File: src/rtl/clk_out_pkg.sv
package clk_out_pkg;
  typedef enum logic [1:0] {
    MODE_NORMAL = 2'b00,
    MODE_TEST   = 2'b01,
    MODE_RSVD   = 2'b10,
    MODE_HIZ    = 2'b11
  } out_mode_e;
endpackage

File: src/rtl/clk_test_div.sv
module clk_test_div (
  input  logic clk_i,
  input  logic rst_ni,
  input  logic run_i,
  input  logic tclk_i,
  output logic div2_o,
  output logic div4_o
);
  logic       tclk_q;
  logic [1:0] cnt_q;

  always_ff @(posedge clk_i or negedge rst_ni) begin
    if (!rst_ni) begin
      tclk_q <= 1'b0;
      cnt_q  <= '0;
    end else begin
      tclk_q <= tclk_i;
      if (!run_i)                 cnt_q <= '0;
      else if (tclk_i && !tclk_q) cnt_q <= cnt_q + 2'd1;
    end
  end

  assign div2_o = cnt_q[0];
  assign div4_o = cnt_q[1];


  div_clear_chk: assert property (@(posedge clk_i) disable iff (!rst_ni)
    !run_i |=> (!div2_o && !div4_o));

  div_step_chk: assert property (@(posedge clk_i) disable iff (!rst_ni)
    (div2_o != $past(div2_o)) |-> ($past(tclk_i) || !$past(run_i)));
endmodule

File: src/rtl/clk_half_div.sv
module clk_half_div (
  input  logic clk_i,
  input  logic rst_ni,
  input  logic src_i,
  output logic div_o
);
  logic src_q;

  always_ff @(posedge clk_i or negedge rst_ni) begin
    if (!rst_ni) begin
      src_q <= 1'b0;
      div_o <= 1'b0;
    end else begin
      src_q <= src_i;
      if (src_i && !src_q) div_o <= ~div_o;
    end
  end


  half_step_chk: assert property (@(posedge clk_i) disable iff (!rst_ni)
    (div_o != $past(div_o)) |-> ($past(src_i) && !$past(src_i, 2)));
endmodule

File: src/rtl/clk_sel_glitchless.sv
module clk_sel_glitchless (
  input  logic clk_i,
  input  logic rst_ni,
  input  logic fast_i,
  input  logic slow_i,
  input  logic sel_i,
  output logic clk_o
);
  logic sel_q;

  // switch only while both candidates are low
  always_ff @(posedge clk_i or negedge rst_ni) begin
    if (!rst_ni)                sel_q <= 1'b1;
    else if (!fast_i && !slow_i) sel_q <= sel_i;
  end

  assign clk_o = sel_q ? fast_i : slow_i;


  sel_safe_chk: assert property (@(posedge clk_i) disable iff (!rst_ni)
    (sel_q != $past(sel_q)) |-> (!$past(fast_i) && !$past(slow_i)));
endmodule

File: src/rtl/clk_gate_bank.sv
module clk_gate_bank #(
  parameter int N = 1
) (
  input  logic         clk_i,
  input  logic         rst_ni,
  input  logic [N-1:0] src_i,
  input  logic [N-1:0] en_i,
  output logic [N-1:0] clk_o
);
  logic [N-1:0] en_q;

  always_ff @(posedge clk_i or negedge rst_ni) begin
    if (!rst_ni) en_q <= '0;
    else begin
      for (int i = 0; i < N; i++)
        if (!src_i[i]) en_q[i] <= en_i[i];
    end
  end

  for (genvar g = 0; g < N; g++) begin : g_gate
    assign clk_o[g] = src_i[g] & en_q[g];


    gate_update_chk: assert property (@(posedge clk_i) disable iff (!rst_ni)
      (en_q[g] != $past(en_q[g])) |-> !$past(src_i[g]));

    gate_low_chk: assert property (@(posedge clk_i) disable iff (!rst_ni)
      (!en_i[g] && !src_i[g]) |=> !clk_o[g]);
  end
endmodule

File: src/rtl/clk_out_mux.sv
module clk_out_mux #(
  parameter int N_CPU   = 4,
  parameter int N_SDRAM = 8,
  parameter int N_PCI   = 6,
  parameter int N_USB   = 2,
  parameter int N_REF   = 2
) (
  input  logic               clk_i,
  input  logic               rst_ni,
  input  logic [1:0]         mode_i,
  input  logic               tclk_i,
  input  logic               cpu_src_i,
  input  logic               pci_src_i,
  input  logic               usb48_src_i,
  input  logic               ref_src_i,
  input  logic [N_CPU-1:0]   cpu_en_i,
  input  logic [N_SDRAM-1:0] sdram_en_i,
  input  logic [N_PCI-1:0]   pci_en_i,
  input  logic               pcif_en_i,
  input  logic [N_USB-1:0]   usb_en_i,
  input  logic [N_USB-1:0]   usb_sel_i,
  input  logic [N_REF-1:0]   ref_en_i,
  input  logic               apic_en_i,
  output logic [N_CPU-1:0]   cpu_o,
  output logic [N_SDRAM-1:0] sdram_o,
  output logic [N_PCI-1:0]   pci_o,
  output logic               pcif_o,
  output logic [N_USB-1:0]   usb_o,
  output logic [N_REF-1:0]   ref_o,
  output logic               apic_o,
  output logic               oe_o
);
  import clk_out_pkg::*;

  localparam int OFF_SD   = N_CPU;
  localparam int OFF_PCI  = OFF_SD + N_SDRAM;
  localparam int OFF_PCIF = OFF_PCI + N_PCI;
  localparam int OFF_USB  = OFF_PCIF + 1;
  localparam int OFF_REF  = OFF_USB + N_USB;
  localparam int OFF_APIC = OFF_REF + N_REF;
  localparam int N_ALL    = OFF_APIC + 1;

  out_mode_e mode;
  logic test, tdiv2, tdiv4, usb24;
  logic cpu_s, pci_s, ref_s, usb_fast, usb_slow;
  logic [N_USB-1:0] usb_s;
  logic [N_ALL-1:0] src_all, en_all, out_all;

  assign mode = out_mode_e'(mode_i);
  assign test = (mode == MODE_TEST);
  assign oe_o = (mode != MODE_HIZ);

  clk_test_div u_tdiv (
    .clk_i(clk_i), .rst_ni(rst_ni), .run_i(test), .tclk_i(tclk_i),
    .div2_o(tdiv2), .div4_o(tdiv4)
  );

  clk_half_div u_usb24 (
    .clk_i(clk_i), .rst_ni(rst_ni), .src_i(usb48_src_i), .div_o(usb24)
  );

  // per-class source selection
  assign cpu_s    = test ? tdiv2  : cpu_src_i;
  assign pci_s    = test ? tdiv4  : pci_src_i;
  assign ref_s    = test ? tclk_i : ref_src_i;
  assign usb_fast = test ? tdiv2  : usb48_src_i;
  assign usb_slow = test ? tdiv4  : usb24;

  for (genvar g = 0; g < N_USB; g++) begin : g_usb
    clk_sel_glitchless u_sel (
      .clk_i(clk_i), .rst_ni(rst_ni), .fast_i(usb_fast), .slow_i(usb_slow),
      .sel_i(usb_sel_i[g]), .clk_o(usb_s[g])
    );
  end

  assign src_all = {ref_s, {N_REF{ref_s}}, usb_s, pci_s, {N_PCI{pci_s}},
                    {N_SDRAM{cpu_s}}, {N_CPU{cpu_s}}};
  assign en_all  = {apic_en_i, ref_en_i, usb_en_i, pcif_en_i, pci_en_i,
                    sdram_en_i, cpu_en_i};

  clk_gate_bank #(.N(N_ALL)) u_gate (
    .clk_i(clk_i), .rst_ni(rst_ni), .src_i(src_all), .en_i(en_all), .clk_o(out_all)
  );

  assign cpu_o   = out_all[N_CPU-1:0];
  assign sdram_o = out_all[OFF_PCI-1:OFF_SD];
  assign pci_o   = out_all[OFF_PCIF-1:OFF_PCI];
  assign pcif_o  = out_all[OFF_PCIF];
  assign usb_o   = out_all[OFF_REF-1:OFF_USB];
  assign ref_o   = out_all[OFF_APIC-1:OFF_REF];
  assign apic_o  = out_all[OFF_APIC];


  reset_quiet_chk: assert property (@(posedge clk_i)
    !rst_ni |-> (out_all == '0));

  test_ref_chk: assert property (@(posedge clk_i) disable iff (!rst_ni)
    (test && apic_en_i && $past(apic_en_i) && $past(test) && !$past(tclk_i))
      |-> (apic_o == tclk_i));
endmodule

File: config.mk
export PLATFORM = sky130hd
export DESIGN_NAME = clk_out_mux
export DESIGN_NICKNAME = d
export VERILOG_FILES = /design/src/rtl/clk_out_pkg.sv /design/src/rtl/clk_test_div.sv /design/src/rtl/clk_half_div.sv /design/src/rtl/clk_sel_glitchless.sv /design/src/rtl/clk_gate_bank.sv /design/src/rtl/clk_out_mux.sv
export SDC_FILE = /design/constraint.sdc
export NUM_CORES = 1
export LEC_CHECK = 0
export ABC_CLOCK_PERIOD_IN_PS = 2800
export BUFFER_PORTS_ARGS = -buffer_cell sky130_fd_sc_hd__buf_2
export CAP_MARGIN = 20
export CORE_MARGIN = 4
export CORE_UTILIZATION = 51
export DETAILED_ROUTE_END_ITERATION = 6
export GPL_ROUTABILITY_DRIVEN = 0
export GPL_TIMING_DRIVEN = 0
export HOLD_SLACK_MARGIN = 0.05
export PLACE_DENSITY = 0.84
export SLEW_MARGIN = 25
export SYNTH_ARGS = -nofsm -noshare
export SYNTH_HDL_FRONTEND = slang
export SYNTH_SLANG_ARGS = --single-unit
File: constraint.sdc
create_clock -name clk_i -period 2.8 [get_ports clk_i]
set_clock_uncertainty 0.1 [all_clocks]
set_input_delay 0.28 -clock clk_i [delete_from_list [all_inputs] [get_ports clk_i]]
set_output_delay 0.28 -clock clk_i [all_outputs]
set_load 0.01 [all_outputs]
# --- After elaboration in Yosys (flattened, before gate mapping) ---
# Cells that the tools add are included.
# W data, S select, Z words.
word_totals:
  output_inout_bits: 25
  inputBits: 35
  regBits: 31
  word_cells: 56
classes:
  eq_ne: 3
  reduce_logical: 7
  mux: 9
  bitwise: 25
  addsub: 1
op_table:
  columns: ["cell", "count"]
  rows:
  - ["$and A1 B1 Y1", 24]
  - ["$mux W1", 7]
  - ["$logic_not A1 Y1", 4]
  - ["$mux W2", 2]
  - ["$logic_and A1 B1 Y1", 3]
  - ["$add A2 B1 Y2 const B", 1]
  - ["$eq A2 B1 Y1 const B", 1]
  - ["$ne A2 B1 Y1 const B", 1]
  - ["$ne A2 B2 Y1 const B", 1]
  - ["$not A1 Y1", 1]

# --- Depth between registers and ports, before layout ---
# Gate-level depths: netlist of run 1.
depth:
  depth_word: 4
  mapped_depth: 5
  depth_no_buf: 3

# --- By module ---
# Synthesis of run 1 repeated with hierarchy kept, for this count alone.
unflattened:
  hier_cells: 101
  area_unflattened_um2: 1549.0
modules_own_cells:
  columns: ["mod", "area_each_um2", "instances", "seq_area_each_um2", "cells_each"]
  rows:
  - ["clk_gate_bank", 1141.1, 1, 600.6, 72]
  - ["clk_test_div", 118.9, 1, 75.1, 9]
  - ["clk_sel_glitchless", 52.6, 2, 26.3, 4]
  - ["clk_out_mux", 103.8, 1, 0.0, 8]
  - ["clk_half_div", 80.1, 1, 50.0, 4]

# --- Worst setup path after synthesis of run 1 ---
# No wires, ideal clock.
synth_timing:
  path_kind: "register to output"
  startpoint: "register g_usb[0].u_sel.sel_q"
  endpoint: "output port usb_o[0]"
  required_time_ps: 2420
  stages_incl_launch_ff: 3
  arrival_time_ps: 1207
  path_buffers: 0
  setup_slack_ps: 1213
  cell_sequence: "dfstp_2 -> mux4_2 -> and2_1"
synth_via:
  elab_chain_cells: 2
synth_rtl:
  columns: ["element", "line_no", "source"]
  rows:
  - ["from (decl)", "clk_sel_glitchless.sv:9", "logic sel_q;"]
  - ["from (signal assigned)", "clk_sel_glitchless.sv:14", "else if (!fast_i && !slow_i) sel_q <= sel_i;"]
  - ["$mux W1", "clk_sel_glitchless.sv:17", "assign clk_o = sel_q ? fast_i : slow_i;"]
  - ["$and A1 B1 Y1", "clk_gate_bank.sv:21", "assign clk_o[g] = src_i[g] & en_q[g];"]
  - ["to (decl)", "clk_out_mux.sv:28", "output logic [N_USB-1:0] usb_o,"]
# No other way between the ends.

# --- Worst setup path in the final report of run 1 ---
layout_timing:
  startpoint: "input port usb48_src_i"
  endpoint: "output port usb_o[1]"
layout_via:
  elab_chain_cells: 3
layout_rtl:
  columns: ["element", "line_no", "source"]
  rows:
  - ["from (decl)", "clk_out_mux.sv:14", "input logic usb48_src_i,"]
  - ["$mux W1", "clk_out_mux.sv:66", "assign usb_fast = test ? tdiv2 : usb48_src_i;"]
  - ["$mux W1", "clk_sel_glitchless.sv:17", null]
  - ["$and A1 B1 Y1", "clk_gate_bank.sv:21", null]
# No other way between the ends.

==> out/qor.yml, run 1 <==
die_area_sq_um: 3873
wl_per_cell_um: 14.87
yosys.area.top_type_share_pct: 48.37
vias_per_cell: 4.990
reg2reg_from: "g_usb[0].u_sel.sel_q$_DFFE_PN1P_"
cts_resized: 0
via_count: 1018
ys_warn_count: 0
tightest_slew_ns: 0.6831
core_area_sq_um: 2781
initialDrtViolationCount: 18
grt_pass1_vias: 1203
cts_tree: "yes"
drc: 0
setup_tns_ns: 0
ys_seq_area_share_pct: 51.88
leakage_nw: 0.9648
ys_ff_latch: 31
drv_cap: 0
crit_type: "input pin to output pin"
cp_max_fo: 5
drive_above_1_share_pct: 60.69
setup_violations: 0
final-seq-area_sq_um: 778.2
fmax_mhz: 468.8
syn_inst: 103
grtUsageMet1_pct: 20.85
area_growth_pct: 30.02
numPortBuffers: 59
final-hold-violation-count: 0
cts_max_path_buffers: 2
grt_first_pass_wirelength_mm: 5.471
multi_input_area_sq_um: 665.6
outcome: "completed"
r2r_end: "u_gate.en_q[19]$_DFFE_PN0N_"
antenna_found_initial: 0
met3_usage_pct: 5.586
reg2regPathDepth: 2
slew_headroom_pct: 54.46
firstDrtPassIters: 3
cts_buffers: 5
fin_hold_ws_ns: 0.07474
cts_root_buf: "clkbuf_4"
min_path_type: "input pin to flip-flop"
ant_nets: 0
synthTopCellsByArea: "dfrtp_1 (48%), mux2_2 (14%), nor2b_1 (9.6%)"
holdPathEnd: "u_gate.en_q[16]$_DFFE_PN0P_"
die_x_um: 62.24
synthesis.area_sq_um: 1500
placed_area_sq_um: 1834
grt_max_degree: 32
slew_violations: 0
gr-total-overflow: 0
worstSetupEndpointType: "output pin"
hold_depth: 2
powerDensity_nw_per_um2: 615.0
grt-busiest-layer: "met2"
insertion_delay_ns: 0.32
numClockSinks: 31
cp-start-kind: "input pin"
h-tree-depth: 2
io-pin-count: 60
post-route-period-util_pct: 76.19
rows: 19
track_usage_pct: 17.20
avgSynthCellArea_sq_um: 14.56
yosysUniqueCellTypes: 20
drt_wl_total_mm: 3.033
clk_pin_slew_ns: 0.11
finish.instance_area_sq_um: 1951
yosys.area.top_type: "dfrtp_1"
fill_cells: 194
finalNetCount: 207
place_hpwl_mm: 2.316
rsz0062_at_grt: "no"
critPathArrivalTime_ns: 1.75
cp.required_ns: 2.42
synth.net_count: 138
die_y_um: 62.24
r2r_slack_ns: 1.25
ir_drop_mv: 0.5270
grt_util_met2_pct: 28.63
finalCriticalPeriod_ns: 2.133
start_util_pct: 53.94
hp-start: "pci_en_i[4]"
diodes: 0
-- sequential cells by signal, indices dropped and copies added (netlist names) --
signal             count
u_usb24.div_o          1
u_tdiv.tclk_q          1
u_usb24.src_q          1
u_tdiv.cnt_q           2
g_usb.u_sel.sel_q      2
u_gate.en_q           24
-- critical path, cell delays in order --
cell,delay [ns]
dlygate4sd3_1,0.54
buf_2,0.15
mux4_2,0.49
and2_1,0.17
buf_2,0.13
-- logic make-up (layout without fill, tap and decap cells) --
family        Yosys count  in the layout  synth area share [%]
flops                  31             31                 51.88
buf+inv                 4             74                 3.753
simple gates           33             33                 13.51
xor+xnor                3              3                 1.752
mux                    32             32                 29.11
-- per-stage QoR --
step / cells / power, W / utilization (%) / worst slack [ns]
after floorplan: 103 / 0.0007417 / - / 1.213
final: 204 / 0.001200 / 70.13 / 0.6667
after CTS: 204 / 0.001209 / 70.13 / 0.6721
after global routing: 204 / 0.001269 / 70.13 / 0.6344
after global placement: 193 / 0.0008230 / 65.95 / 0.9868
after detailed placement: 193 / 0.0008411 / 65.95 / 0.9592
-- power by group --
group          internal [W]  switching (W)
clock network      0.000211       0.000155
logic              0.000167       0.000107
registers          0.000519      0.0000403
total              0.000897       0.000303
-- cells in the final DEF, fill, tap and decap left out, types with 2 or more instances in the layout --
| cell | instances |
|---|---|
| dlygate4sd3_1 | 3 |
| mux4_2 | 2 |
| nor2_1 | 4 |
| nor2b_1 | 23 |
| mux2_4 | 8 |
| buf_2 | 60 |
| dfrtp_1 | 29 |
| and2_1 | 2 |
| clkbuf_4 | 5 |
| mux2i_4 | 2 |
| mux2_2 | 18 |
| dfstp_2 | 2 |
| buf_12 | 2 |
| xnor2_1 | 2 |
-- final cells by class --
class	instances	share of cell area, %
well taps	31	1.988
repair buffers	62	16.68
multi-input cells	68	34.12
clock buffers	6	2.630
flip-flops and latches	31	39.90
clock inverters	2	1.796
plain buffers	4	2.886
-- synth_stat cells --
library cell  instances
and2_1                2
buf_12                2
buf_2                 1
buf_6                 1
dfrtp_1              29
dfstp_2               2
mux2_2               18
mux2_4                8
mux2i_1               1
mux2i_2               1
mux2i_4               2
mux4_2                2
nand2_1               1
nand2b_1              1
nand2b_4              1
nand3b_1              1
nor2_1                4
nor2b_1              23
xnor2_1               2
xor2_1                1
-- timing repair --
action / in CTS / in global routing
setup buffers: 0 / 0
endpoints found under the setup margin: 0 / 0
endpoints found under the hold margin: 31 / 0
hold buffers: 3 / 0
-- worst max path at each step --
stage                                     startpoint    endpoint  depth (start not counted)
global placement                           mode_i[1]  sdram_o[5]                          7
CTS                                      usb48_src_i    usb_o[0]                          5
finish                                   usb48_src_i    usb_o[1]                          5
detailed placement                         mode_i[1]  sdram_o[3]                          7
global route                             usb48_src_i    usb_o[0]                          5
floorplan           g_usb[0].u_sel.sel_q$_DFFE_PN1P_    usb_o[0]                          2
-- routing by layer --
metal / up-vias / share of wire (%)
li1: 483 / -
met3: 4 / 6.9
met2: 42 / 51
met1: 489 / 41
met4: 0 / 0.92
met5: - / 0
Note: power is estimated with default switching activity, not from simulation.
==> run 2, diff against run 1 <==
--- a/config.mk
+++ b/config.mk
@@ -5,16 +5,16 @@
 export SDC_FILE = /design/constraint.sdc
 export NUM_CORES = 1
 export LEC_CHECK = 0
-export ABC_CLOCK_PERIOD_IN_PS = 2800
+export ABC_CLOCK_PERIOD_IN_PS = 2100
 export BUFFER_PORTS_ARGS = -buffer_cell sky130_fd_sc_hd__buf_2
 export CAP_MARGIN = 20
 export CORE_MARGIN = 4
-export CORE_UTILIZATION = 51
+export CORE_UTILIZATION = 47
 export DETAILED_ROUTE_END_ITERATION = 6
 export GPL_ROUTABILITY_DRIVEN = 0
 export GPL_TIMING_DRIVEN = 0
 export HOLD_SLACK_MARGIN = 0.05
-export PLACE_DENSITY = 0.84
+export PLACE_DENSITY = 0.78
 export SLEW_MARGIN = 25
 export SYNTH_ARGS = -nofsm -noshare
 export SYNTH_HDL_FRONTEND = slang
==> constraint.sdc (replaced) <==
create_clock -name clk_i -period 2.1 [get_ports clk_i]
set_clock_uncertainty 0.1 [all_clocks]
set_input_delay 0.21 -clock clk_i [delete_from_list [all_inputs] [get_ports clk_i]]
set_output_delay 0.21 -clock clk_i [all_outputs]
set_load 0.01 [all_outputs]
==> run 2 against run 1 <==
Effect of this change: design area grew 12%; highest routed layer unchanged; die area increased by 7.4%; largest cell class unchanged; global-route usage up 0.10 points; final cell count is 18% higher; non-clock buffer count grew 26; register-to-register slack got worse by 0.69 ns; routed wire length is 5.7% higher; count of clock-buffer cells in the layout is the same; critical path depth did not move; worst hold slack better by 0.11 ns; via count rose by 9.3%.
==> out/qor.yml, run 2 (synthesis gave the netlist of run 1 again) <==
insertion_delay_ns: 0.32
wl_met2_mm: 1.744
ir_drop_mv: 0.4290
rows: 20
worstPathCellList: "dlygate4sd3_1 -> buf_2 -> mux4_2 -> and2_1 -> buf_2"
via_count: 1113
top_regs: "u_gate.en_q x24, g_usb.u_sel.sel_q x2, u_tdiv.cnt_q x2"
die_area_sq_um: 4160
grt_max_degree: 32
track_usage_pct: 17.30
wl_met1_mm: 1.191
drt_wl_total_mm: 3.206
drc: 0
numPortBuffers: 59
comb_power_share_pct: 27.8
slew_headroom_pct: 55.35
vias_per_cell: 4.618
die_x_um: 64.50
regMostFlops: "u_gate.en_q"
crit_type: "input pin to output pin"
post_cts_buffers: 0
layout_commonest_cell: "buf_2"
powerDensity_nw_per_um2: 658.0
drive_above_1_share_pct: 51.78
grt_pass1_vias: 1290
p_seq_share_pct: 51.8
h-tree-depth: 2
min_path_type: "input pin to flip-flop"
cts_max_path_buffers: 2
cp.required_ns: 1.79
antenna_found_initial: 0
power.internal_w: 0.001065
start_util_pct: 49.14
slew_violations: 0
switching_share_pct: 25.81
rsz0062_at_grt: "no"
cp_num_buf_inv: 3
area_growth_pct: 45.45
route.met3.wl_um: 201
routed.top_layer: "met4"
cts_buffers: 5
cp-start-kind: "input pin"
final-hold-violation-count: 0
initialDrtViolationCount: 15
crit_path_frequent_cell: "buf_2"
cpMaxStageDelayCell: "dlygate4sd3_1"
pwr-share-clk_pct: 20.4
tightest_slew_ns: 0.6697
diodes: 0
cts_root_buf: "clkbuf_4"
leakage_nw: 1.049
die_y_um: 64.50
clk_pin_slew_ns: 0.08
gr-total-overflow: 0
numClockSinks: 31
cpPeakStageDelay_ns: 0.53
io-pin-count: 60
critPathArrivalTime_ns: 1.67
fmax_mhz: 506.2
path_delay_family: "buffers and inverters"
grt_first_pass_wirelength_mm: 5.513
outcome: "completed"
wl_per_cell_um: 13.30
setup_tns_ns: 0
post-route-period-util_pct: 94.08
finalNetCount: 233
firstDrtPassIters: 4
drv_cap: 0
cp_max_fo: 5
largest_reg_flops: 24
switching_power_w: 0.0003706
worstSetupEndpointType: "output pin"
finalCriticalPeriod_ns: 1.976
ant_nets: 0
final_cell_mix: "buf_2 (60), dlygate4sd3_1 (29), dfrtp_1 (29)"
dp_slack_ns: 0.3841
setup_violations: 0
worst_slack_ns: 0.1243
cts_tree: "yes"
core_area_sq_um: 3053
-- run 2: cell count changes in the layout (fill, tap and decap cells not counted) --
cell / change
clkbuf_1: +1
clkbuf_8: -1
clkinv_2: -1
dlygate4sd3_1: +26
bufinv_16: -1
-- run 2: final cells by class --
class | instances | area (sq um)
timing repair buffer | 88 | 585.6
fill | 234 | 870.8
tap | 44 | 55.05
sequential | 31 | 778.2
multi-input combinational | 68 | 665.6
clock buffer | 6 | 41.29
buffer | 4 | 56.30
-- run 2: power groups by stage --
stage,combinational [W],sequential (W),clock (W)
global placement,0.000351,0.000748,0
global route,0.000433,0.000757,0.000334
finish,0.000399,0.000744,0.000293
detailed placement,0.000361,0.000756,0
CTS,0.000404,0.000744,0.000307
floorplan,0.000249,0.000740,0
-- run 2: through the flow --
stage	area (sq um)	hold WS, ns	total power, W	std cells	util [%]
finish	2182	0.1891	0.001436	241	71.48
CTS	2182	0.1763	0.001455	241	71.48
global placement	1851	0.1748	0.001099	206	60.61
detailed placement	1851	0.1885	0.001117	206	60.61
floorplan	1500	-0.1856	0.0009889	103	-
global route	2182	0.1944	0.001524	241	71.48
-- run 2: path summary, 6_finish.rpt --
path	start	end	slack, ns	cells after the start
setup / recovery	usb48_src_i	usb_o[0]	0.12	5
hold / removal	mode_i[0]	u_tdiv.cnt_q[0]$_DFFE_PN0P_	0.19	4
setup reg to reg	g_usb[0].u_sel.sel_q$_DFFE_PN1P_	u_gate.en_q[19]$_DFFE_PN0N_	0.56	2
hold reg to reg	u_gate.en_q[16]$_DFFE_PN0P_	u_gate.en_q[16]$_DFFE_PN0P_	0.41	1
max in group asynchronous	rst_ni	u_gate.en_q[17]$_DFFE_PN0P_	1.10	2
min in group asynchronous	rst_ni	u_gate.en_q[23]$_DFFE_PN0P_	0.36	2
-- run 2: timing repair --
item	in CTS	in global routing
endpoints found under the setup margin	0	0
hold buffers	29	0
hold endpoints to repair	57	0
resized for setup	0	0
-- run 2: worst min-delay path: cells and delay by family --
| kind | cells | cell delay [ns] |
|---|---|---|
| buffers and inverters | 2 | 0.25 |
| AND/OR/NAND/NOR | 2 | 0.12 |
-- run 2: layer usage --
metal / track usage, % / vias up
met4: 7.916 / 0
met5: 0 / -
li1: - / 533
met2: 33.38 / 37
met3: 4.333 / 10
met1: 17.08 / 533
==> run 3, diff against run 2 <==
--- a/config.mk
+++ b/config.mk
@@ -9,12 +9,11 @@
 export BUFFER_PORTS_ARGS = -buffer_cell sky130_fd_sc_hd__buf_2
 export CAP_MARGIN = 20
 export CORE_MARGIN = 4
-export CORE_UTILIZATION = 47
+export CORE_UTILIZATION = 35
 export DETAILED_ROUTE_END_ITERATION = 6
 export GPL_ROUTABILITY_DRIVEN = 0
 export GPL_TIMING_DRIVEN = 0
 export HOLD_SLACK_MARGIN = 0.05
-export PLACE_DENSITY = 0.78
 export SLEW_MARGIN = 25
 export SYNTH_ARGS = -nofsm -noshare
 export SYNTH_HDL_FRONTEND = slang
==> run 3 against run 2 <==
Effect of this change: core utilization decreased by 23 points; sequential power barely moved; count of clock-buffer cells in the layout rose by 2; first-iteration DRC count increased by 73%; maximum frequency fell by 0.46%; clock power grew 73%; final cell count is 7.1% lower; flip-flop and latch count unchanged; combinational power down 9.0%; sequential share of layout area grew 3.3 points; worst hold slack lost 0.13 ns; largest power group unchanged; highest routed layer unchanged.
==> out/qor.yml, run 3 (synthesis gave the netlist of run 1 again) <==
outcome: "completed"
track_usage_pct: 12.08
grt_first_pass_wirelength_mm: 4.947
post-route-period-util_pct: 94.51
slew_violations: 0
r2r_slack_ns: 0.56
ant_nets: 0
reg2reg_from: "g_usb[1].u_sel.sel_q$_DFFE_PN1P_"
diodes: 0
holdPathEnd: "u_gate.en_q[7]$_DFFE_PN0P_"
placed_area_sq_um: 1858
critPathArrivalTime_ns: 1.67
firstDrtPassIters: 4
final_cell_mix: "buf_2 (60), dfrtp_1 (29), nor2b_1 (23)"
start_util_pct: 36.71
reg2regPathDepth: 2
crit_type: "input pin to output pin"
cts_buffers: 5
die_y_um: 73.47
finalNetCount: 208
core_area_sq_um: 4086
ir_drop_mv: 0.5384
comb_power_share_pct: 22.5
r2r_end: "u_gate.en_q[20]$_DFFE_PN0N_"
grt_pass1_vias: 1132
drt_wl_total_mm: 2.960
power.internal_w: 0.001216
numClockSinks: 31
fmax_mhz: 503.8
layout_commonest_cell: "buf_2"
cts_root_buf: "clkbuf_8"
cp.required_ns: 1.79
rows: 23
finalCriticalPeriod_ns: 1.985
drive_above_1_share_pct: 59.77
top_regs: "u_gate.en_q x24, g_usb.u_sel.sel_q x2, u_tdiv.cnt_q x2"
setup_violations: 0
via_count: 993
post_cts_buffers: 0
drv_cap: 0
p_seq_share_pct: 46.1
largest_reg_flops: 24
area_growth_pct: 33.19
hp-start: "sdram_en_i[3]"
drc: 0
tightest_slew_ns: 0.6919
worstSetupEndpointType: "output pin"
die_area_sq_um: 5398
antenna_found_initial: 0
cts_tree: "yes"
cts_resized: 0
insertion_delay_ns: 0.27
setup_tns_ns: 0
switching_power_w: 0.0003963
regMostFlops: "u_gate.en_q"
pwr-share-clk_pct: 31.4
h-tree-depth: 2
powerDensity_nw_per_um2: 806.9
place_hpwl_mm: 2.236
grt_max_degree: 32
io-pin-count: 60
cp-start-kind: "input pin"
hold_depth: 2
initialDrtViolationCount: 26
gr-total-overflow: 0
cp_max_fo: 5
vias_per_cell: 4.433
slew_headroom_pct: 53.87
finish.instance_area_sq_um: 1998
clk_pin_slew_ns: 0.06
min_path_type: "input pin to flip-flop"
wl_per_cell_um: 13.21
switching_share_pct: 24.58
cts_max_path_buffers: 2
final-hold-violation-count: 0
leakage_nw: 0.9723
die_x_um: 73.47
numPortBuffers: 59
rsz0062_at_grt: "no"
==> run 3: changes by cell type in the layout (fill, tap and decap cells not counted) <==
cell / previous run / this run
clkbuf_4: 5 / 0
dlygate4sd3_1: 29 / 4
clkbuf_8: 0 / 7
==> run 3: timing repair <==
item	CTS	global route
endpoints found under the hold margin	32	0
hold buffers	4	0
endpoints found under the setup margin	0	0
==> run 3: how the worst max path moves through the flow <==
stage / startpoint / endpoint / slack (ns) / cells after the start
final: usb48_src_i / usb_o[1] / 0.12 / 5
after global routing: usb48_src_i / usb_o[1] / 0.04 / 5
after CTS: usb48_src_i / usb_o[1] / 0.11 / 5
after detailed placement: mode_i[1] / cpu_o[1] / 0.38 / 7
after global placement: mode_i[1] / cpu_o[2] / 0.40 / 7
after floorplan: g_usb[0].u_sel.sel_q$_DFFE_PN1P_ / usb_o[0] / 0.58 / 2
==> run 3: critical path: stages <==
cell           delay, ns
dlygate4sd3_1       0.53
buf_2               0.15
mux4_2              0.49
and2_1              0.17
buf_2               0.13
==> run 3: layout make-up <==
class,instances,area (sq um)
plain buffers,4,56.30
clock buffers,8,100.1
flip-flops and latches,31,778.2
well taps,50,62.56
fillers,384,2088
multi-input cells,68,665.6
repair buffers,63,335.3
==> run 3: layer usage <==
metal,track usage [%],routed length [um]
met5,0,0
met4,6.237,36
met2,21.16,1537
met3,4.514,216
met1,12.45,1170
==> run 3: power groups by stage <==
| stage | logic (W) | clock network (W) | registers, W |
|---|---|---|---|
| floorplan | 0.000249 | 0 | 0.000740 |
| global placement | 0.000354 | 0 | 0.000748 |
| detailed placement | 0.000363 | 0 | 0.000754 |
| CTS | 0.000370 | 0.000525 | 0.000743 |
| global route | 0.000395 | 0.000555 | 0.000754 |
| finish | 0.000363 | 0.000506 | 0.000743 |
==> run 3: through the flow <==
step	hold WS [ns]	utilization (%)	total power, W	std cells	setup slack (ns)
global placement	0.1828	45.47	0.001102	212	0.4046
global route	0.05216	48.90	0.001703	224	0.04022
detailed placement	0.1967	45.47	0.001116	212	0.3840
floorplan	-0.1856	-	0.0009889	103	0.5827
finish	0.06291	48.90	0.001612	224	0.1153
CTS	0.05219	48.90	0.001638	224	0.1063
